<file path="config.mk">
export PLATFORM = sky130hd
export DESIGN_NAME = static_seqr
export DESIGN_NICKNAME = d
export VERILOG_FILES = /design/src/rtl/static_seqr_pkg.sv /design/src/rtl/static_seqr_step.sv /design/src/rtl/static_seqr_win.sv /design/src/rtl/static_seqr.sv
export SDC_FILE = /design/constraint.sdc
export NUM_CORES = 1
export LEC_CHECK = 0
export BUFFER_PORTS_ARGS = -buffer_cell sky130_fd_sc_hd__buf_2
export CORE_AREA = 2 2 39 41
export CTS_BUF_LIST = sky130_fd_sc_hd__clkbuf_16
export DETAILED_ROUTE_END_ITERATION = 10
export DIE_AREA = 0 0 41 43
export PLACE_DENSITY = 0.34
export REMOVE_ABC_BUFFERS = 1
export SLEW_MARGIN = 0
export SYNTH_ARGS = -nofsm -noshare
export SYNTH_HDL_FRONTEND = slang
export SYNTH_SLANG_ARGS = --single-unit
export TNS_END_PERCENT = 10
</file>
<file path="constraint.sdc">
create_clock -name clk_i -period 2.1 [get_ports clk_i]
set_input_delay 0.525 -clock clk_i [delete_from_list [all_inputs] [get_ports clk_i]]
set_output_delay 0.525 -clock clk_i [all_outputs]
set_load 0.05 [all_outputs]
</file>
<file path="src/rtl/static_seqr_pkg.sv">
package static_seqr_pkg;

    // Run phase of the step counter.
    typedef enum logic {
        PH_IDLE = 1'b0,
        PH_RUN  = 1'b1
    } phase_e;

    // Bits needed to hold every count from 0 up to top_value inclusive.
    function automatic int unsigned count_bits(input int unsigned top_value);
        return (top_value < 1) ? 1 : $clog2(top_value + 1);
    endfunction

endpackage

</file>
<file path="src/rtl/static_seqr_step.sv">
module static_seqr_step
    import static_seqr_pkg::*;
#(
    parameter int unsigned TOTAL = 5,
    parameter int unsigned CW    = 3
) (
    input  logic          clk_i,
    input  logic          rst_ni,
    input  logic          go_i,
    output logic          running_o,
    output logic [CW-1:0] count_o
);

    localparam logic [CW-1:0] LAST = CW'(TOTAL);

    typedef struct packed {
        phase_e        phase;
        logic [CW-1:0] count;
    } step_t;

    step_t st_d, st_q;

    always_comb begin
        st_d = st_q;
        case (st_q.phase)
            PH_IDLE: begin
                st_d.count = '0;
                if (go_i) begin
                    st_d.phase = PH_RUN;
                end
            end
            PH_RUN: begin
                if (st_q.count == LAST) begin
                    st_d.phase = PH_IDLE;
                    st_d.count = '0;
                end else begin
                    st_d.count = st_q.count + 1'b1;
                end
            end
            default: st_d = '{phase: PH_IDLE, count: '0};
        endcase
    end

    always_ff @(posedge clk_i or negedge rst_ni) begin
        if (!rst_ni) begin
            st_q <= '{phase: PH_IDLE, count: '0};
        end else begin
            st_q <= st_d;
        end
    end

    assign running_o = (st_q.phase == PH_RUN);
    assign count_o   = st_q.count;

endmodule

</file>
<file path="src/rtl/static_seqr_win.sv">
module static_seqr_win #(
    parameter int unsigned CW = 3,
    parameter int unsigned LO = 0,
    parameter int unsigned HI = 0
) (
    input  logic          running_i,
    input  logic [CW-1:0] count_i,
    output logic          hit_o
);

    localparam logic [CW-1:0] LO_C = CW'(LO);
    localparam logic [CW-1:0] HI_C = CW'(HI);

    generate
        if (LO == HI) begin : g_point
            assign hit_o = running_i && (count_i == LO_C);
        end else if (LO == 0) begin : g_head
            assign hit_o = running_i && (count_i <= HI_C);
        end else begin : g_span
            assign hit_o = running_i && (count_i >= LO_C) && (count_i <= HI_C);
        end
    endgenerate

endmodule

</file>
<file path="src/rtl/static_seqr.sv">
module static_seqr
    import static_seqr_pkg::*;
#(
    parameter int unsigned NUM_GROUPS      = 3,
    parameter int unsigned LAT[NUM_GROUPS] = '{1, 2, 2}
) (
    input  logic                  clk_i,
    input  logic                  rst_ni,
    input  logic                  go_i,
    output logic [NUM_GROUPS-1:0] grp_go_o,
    output logic                  done_o
);

    // First step count of group idx: sum of all earlier latencies.
    function automatic int unsigned win_lo(input int unsigned idx);
        int unsigned acc = 0;
        for (int unsigned i = 0; i < idx; i++) begin
            acc += LAT[i];
        end
        return acc;
    endfunction

    localparam int unsigned TOTAL = win_lo(NUM_GROUPS);
    localparam int unsigned CW    = count_bits(TOTAL);

    logic          run_w;
    logic [CW-1:0] cnt_w;

    static_seqr_step #(
        .TOTAL (TOTAL),
        .CW    (CW)
    ) step_i (
        .clk_i     (clk_i),
        .rst_ni    (rst_ni),
        .go_i      (go_i),
        .running_o (run_w),
        .count_o   (cnt_w)
    );

    genvar g;
    generate
        for (g = 0; g < NUM_GROUPS; g++) begin : g_grp
            localparam int unsigned W_LO = win_lo(g);
            static_seqr_win #(
                .CW (CW),
                .LO (W_LO),
                .HI (W_LO + LAT[g] - 1)
            ) win_i (
                .running_i (run_w),
                .count_i   (cnt_w),
                .hit_o     (grp_go_o[g])
            );
        end
    endgenerate

    static_seqr_win #(
        .CW (CW),
        .LO (TOTAL),
        .HI (TOTAL)
    ) fin_i (
        .running_i (run_w),
        .count_i   (cnt_w),
        .hit_o     (done_o)
    );

endmodule

</file>
==> flow_summary.toml, run 1 <==
[run_status]
status = "completed"

[finish]
final_cell_mix = "buf_2, dfrtp_1, clkbuf_16"
n_antenna_cell = 0
layout-drive-gt1-share = 0.355
area_growth_pct = 41.2
nNetsFinal = 37
finalNonFillerCells = 47
final_common_cell = "buf_2"

[flow_run]
cap_violations = 0

[yosys]
synth_area_leader_cell = "dfrtp_1"
yosysUniqueCellTypes = 18
avgSynthCellArea_um2 = 9.96
synth.cell_area_um2 = 249
yosys.area_share.simple = 0.266
ys_seq_elements = 4
synth_area_leaders = "dfrtp_1, buf_4, ha_1"
synth-adder-area-share = 0.0503
synth_top_area_share = 0.402
synth_xor_area_frac = 0
syn-instance-count = 25
yosysSeqAreaShare = 0.402
synth_top_family_by_area = "simple AND/OR/NAND/NOR gates"
synth.area.mux_share = 0
synth_compound_area_frac = 0.176
synth_warnings = 0

[critical_path]
worstSetupPathType = "reg -> out"
startpoint_type = "register"
worstPathRequired_ns = 1.57
critPathMaxFanout = 6
worst_setup_path_end_kind = "output pin"
cp.arrival_ns = 1.51

[timing]
setup_viol = 0
slew_headroom = 0.836
final_hold_viol_count = 0
tightestPinTransition_ns = 0.248
fin_skew_ns = 0.00140
fmax_mhz = 492
min_period_ns = 2.03
fin_ws_ns = 0.0680
rsz0062_at_grt = "false"
fin_crit_sh = 0.968
slew_viol_final = 0

[clock_tree]
cts_buffer_depth = 2
clk_latency_ns = 0.22
cts_hold_buf = 0
cts.clk_slew.worst_paths_ns = 0.03
post_cts_resized = 0
cts_setup_buffers = 0
cts_buffers = 3
root_buffer = "clkbuf_16"
clkSinkCount = 4
cts_tree = "done"
htreeDepth = 1

[detailed_routing]
firstDrtPassIters = 1
num_vias = 195
drt_iter0_markers = 0
wirelength_um = 487
route.detailed.drc = 0
wl_per_cell_um = 10.4
vias_per_cell = 4.15
ant_nets = 0

[floorplan]
die_w_um = 41
rows = 14
die-area_um2 = 1760
start_util = 0.180
pin_count = 7
core_area_um2 = 1380
dieHeight_um = 43

[place]
gp_congestion = 0.601
pre_cts_ws_ns = 0.290
io_buffers = 6
dp.cells = 44
dp_hpwl_um = 333

[global_routing]
globalRouteTotalUtil = 0.0736
antenna_found_initial = 0
overflow = 0
grt_pass1_vias = 184
grt_pass1_wl_um = 759
grt_max_degree = 9

[hold_path]
hold_path.class = "in -> async"
==> cells by family (layout without fill, tap and decap cells) <==
| logic type | after synthesis | count (layout) |
|---|---|---|
| AND/OR/NAND/NOR | 10 | 10 |
| AO/OA/AOI/OAI | 6 | 6 |
| flip-flops | 4 | 4 |
| buffers and inverters | 4 | 10 |
| adder cells (fa/ha/maj) | 1 | 1 |
==> cell type report <==
class | instances | area, um2
tap | 16 | 20.0
inverter | 1 | 3.75
timing repair buffer | 6 | 30.0
fill | 150 | 1030
multi-input combinational | 17 | 123
sequential | 4 | 100
clock buffer | 3 | 75.1
==> Yosys cell counts, drive strengths merged <==
cell,instances
and3,1
and2b,1
o21ai,1
nor3b,1
o21ba,1
ha,1
inv,1
nor3,1
nand2b,2
o311a,1
a31oi,1
dfrtp,4
nor2,1
a21oi,1
buf,3
o21a,1
and2,1
nor2b,2
==> sequential cells by signal, summed over array words and instances (netlist names) <==
| signal | count |
|---|---|
| step_i.running_o | 1 |
| step_i.count_o | 3 |
==> per-stage QoR <==
stage               hold WS [ns]   util  instance area (um2)  TNS [ns]
CTS                       0.0985  0.254                  352         0
global route               0.107  0.254                  352         0
global placement           0.337  0.200                  277         0
detailed placement         0.333  0.200                  277         0
floorplan                  0.229      -                  226   -0.0477
finish                    0.0983  0.254                  352         0
==> final timing paths <==
| path | from | slack [ns] | end | cells after the start |
|---|---|---|---|---|
| setup / recovery | step_i.count_o[1] | 0.07 | grp_go_o[2] | 4 |
| hold / removal | rst_ni | 0.1 | step_i.count_o[2] | 1 |
| min in group clk_i | step_i.count_o[0] | 0.54 | step_i.count_o[0] | 1 |
| setup reg to reg | step_i.count_o[1] | 0.92 | step_i.count_o[2] | 4 |
| hold reg to reg | step_i.count_o[0] | 0.54 | step_i.count_o[0] | 1 |
| max in group asynchronous | rst_ni | 1.88 | step_i.running_o | 1 |
==> per-layer routing <==
layer  vias to the layer above  part of all wire  track usage  routed length (um)
li1                         96                 -            -                   -
met1                        89              0.47       0.0782                 229
met2                         6              0.40       0.0781                 196
met3                         4             0.062       0.0471                  30
met4                         0             0.060        0.100                  29
met5                         -                 0            0                   0
==> worst max-delay path, cell delays in order, from the launching register on <==
cell and delay, ns:
dfrtp_1 0.41, and2_4 0.18, ha_1 0.17, o311a_1 0.31
buf_2 0.21
Power of run 1 is left out: the tool's default activity adds up to more than one toggle a clock period on the data nets, which glitch-free logic cannot reach.
==> run 2: changes to the inputs <==
--- a/config.mk
+++ b/config.mk
@@ -10,10 +10,11 @@
 export CTS_BUF_LIST = sky130_fd_sc_hd__clkbuf_16
 export DETAILED_ROUTE_END_ITERATION = 10
 export DIE_AREA = 0 0 41 43
-export PLACE_DENSITY = 0.34
+export PLACE_DENSITY = 0.33
 export REMOVE_ABC_BUFFERS = 1
 export SLEW_MARGIN = 0
 export SYNTH_ARGS = -nofsm -noshare
 export SYNTH_HDL_FRONTEND = slang
+export SYNTH_HIERARCHICAL = 1
 export SYNTH_SLANG_ARGS = --single-unit
 export TNS_END_PERCENT = 10
==> run 2 against run 1 <==
  * Hold slack worse by 0.0019 ns
  * Via count is 2.1% lower
  * Die area is the same
  * Utilization increased by 1.2 points
  * Critical path type unchanged
  * Highest routed layer unchanged
==> flow_summary.toml, run 2 <==
[critical_path]
critPathMaxFanout = 11
slowest_stage = "dfrtp_1"
ff2ff_path_depth = 2
worstSetupEndpoint = "grp_go_o[1]"
crit_family = "flip-flops"
startpoint_type = "register"
cp-startpoint = "step_i/count_o[0]"
worstSetupPathType = "reg -> out"
worstPathRequired_ns = 1.57
cp.depth = 3
worst_setup_path_end_kind = "output pin"
cp.arrival_ns = 1.33
reg2reg_slack_ns = 1.11
r2r_end = "step_i/count_o[1]"
critPathMaxStageDelay_ns = 0.49
critical_path_buf_inv_count = 1
reg2reg_from = "step_i/count_o[0]"
crit_chain = "xnor2_1 > nor3b_2 > buf_2"

[finish]
finalNonFillerCells = 46
final_common_cell = "buf_2"
final_cell_mix = "buf_2, dfrtp_1, clkbuf_16"
largest_reg_flops = 3
area_growth_pct = 51.5
n_antenna_cell = 0
layout-drive-gt1-share = 0.467
nNetsFinal = 35

[clock_tree]
clkSinkCount = 4
cts.clk_slew.worst_paths_ns = 0.03
cts_buffer_depth = 2
root_buffer = "clkbuf_16"
cts_buffers = 3
cts_setup_buffers = 0
clk_latency_ns = 0.22
post_cts_resized = 0
cts_hold_buf = 0
htreeDepth = 1
cts_tree = "done"

[yosys]
synth_commonest_cells = "dfrtp_1, nand2_1, nand4b_1, nor3b_2"
synth_most_common_cell = "dfrtp_1"
synth_area_leaders = "dfrtp_1, nor3b_2, nand4b_1"
avgSynthCellArea_um2 = 11.6
synth_edf_count = 0
synth.cell_area_um2 = 243
synth_area_leader_cell = "dfrtp_1"
yosysUniqueCellTypes = 15
yosysSeqAreaShare = 0.412
synth_async_sr_flop_share = 1.00
synth_ff_type = "dfrtp_1"
syn-instance-count = 21
ys_seq_elements = 4
synth_warnings = 6
synth_top_area_share = 0.412

[place]
io_buffers = 6
dp.cells = 43
dp_hpwl_um = 316
gp_congestion = 0.626

[global_routing]
overflow = 0
grt_pass1_wl_um = 903
grt.met3_usage = 0.0314
grt_max_degree = 12
grtUsageMet2 = 0.100
grt-busiest-layer = "met1"
antenna_found_initial = 0
grt_pass1_vias = 210
met1_usage = 0.101
globalRouteTotalUtil = 0.0817

[detailed_routing]
wirelength_um = 525
route.detailed.drc = 0
firstDrtPassIters = 4
ant_nets = 0
wl_per_cell_um = 11.4
num_vias = 191
vias_per_cell = 4.15
drt_iter0_markers = 2

[floorplan]
dieHeight_um = 43
pin_count = 7
core_area_um2 = 1380
rows = 14
start_util = 0.175
die-area_um2 = 1760
die_w_um = 41

[timing]
slew_viol_final = 0
rsz0062_at_grt = "false"
fmax_mhz = 539
final_hold_viol_count = 0
setup_viol = 0
final.setup.tns_ns = 0
min_period_ns = 1.85
slew_headroom = 0.770
fin_crit_sh = 0.883
fin_skew_ns = 0.000881
tightestPinTransition_ns = 0.344

[flow_run]
cap_violations = 0

[run_status]
status = "completed"

[hold_path]
hold_path.class = "in -> async"
run 2: cell count changes after synthesis, moves of 2 or more:
cell / before / now
nand2b_1: 2 / 0
buf_4: 3 / 0
nand2_1: 0 / 2
nor3b_2: 0 / 2
nand4b_1: 0 / 2
run 2: how the worst min path moves through the flow:
| stage | end | slack, ns |
|---|---|---|
| global route | step_i/count_o[1] | 0.10 |
| finish | step_i/running_o | 0.1 |
| detailed placement | step_i/count_o[1] | 0.33 |
| CTS | step_i/running_o | 0.1 |
| floorplan | step_i/count_o[0] | 0.23 |
| global placement | step_i/count_o[1] | 0.33 |
run 2: cell families (layout without fill, tap and decap cells):
logic type,after synthesis,in the layout,synth area share
AO/OA/AOI/OAI,3,3,0.119
XOR/XNOR,1,1,0.0361
buffers and inverters,1,10,0.0154
flip-flops,4,4,0.412
AND/OR/NAND/NOR,12,12,0.418
run 2: metal layers:
metal | routed length (um) | vias up
met3 | 49 | 3
li1 | - | 98
met4 | 27 | 0
met1 | 263 | 81
met5 | 0 | -
met2 | 183 | 9
run 2: worst register-to-register path: stages (launching register included):
cell and delay, ns:
dfrtp_1 0.49, nor3b_2 0.21, o21a_1 0.18
run 2: cell type report:
class | instances | area, um2
inverters | 1 | 3.75
fillers | 144 | 1020
well taps | 16 | 20.0
clock buffers | 3 | 75.1
multi-input cells | 16 | 139
flip-flops and latches | 4 | 100
repair buffers | 6 | 30.0
run 2: metrics by stage:
step / utilization / hold WS (ns) / setup WS (ns) / instance area, um2
after floorplan: - / 0.229 / 0.112 / 243
after global routing: 0.266 / 0.103 / 0.158 / 368
after global placement: 0.212 / 0.332 / 0.497 / 293
after CTS: 0.266 / 0.0956 / 0.233 / 368
final: 0.266 / 0.0964 / 0.245 / 368
after detailed placement: 0.212 / 0.331 / 0.476 / 293
Power of run 2 is left out for the same reason.
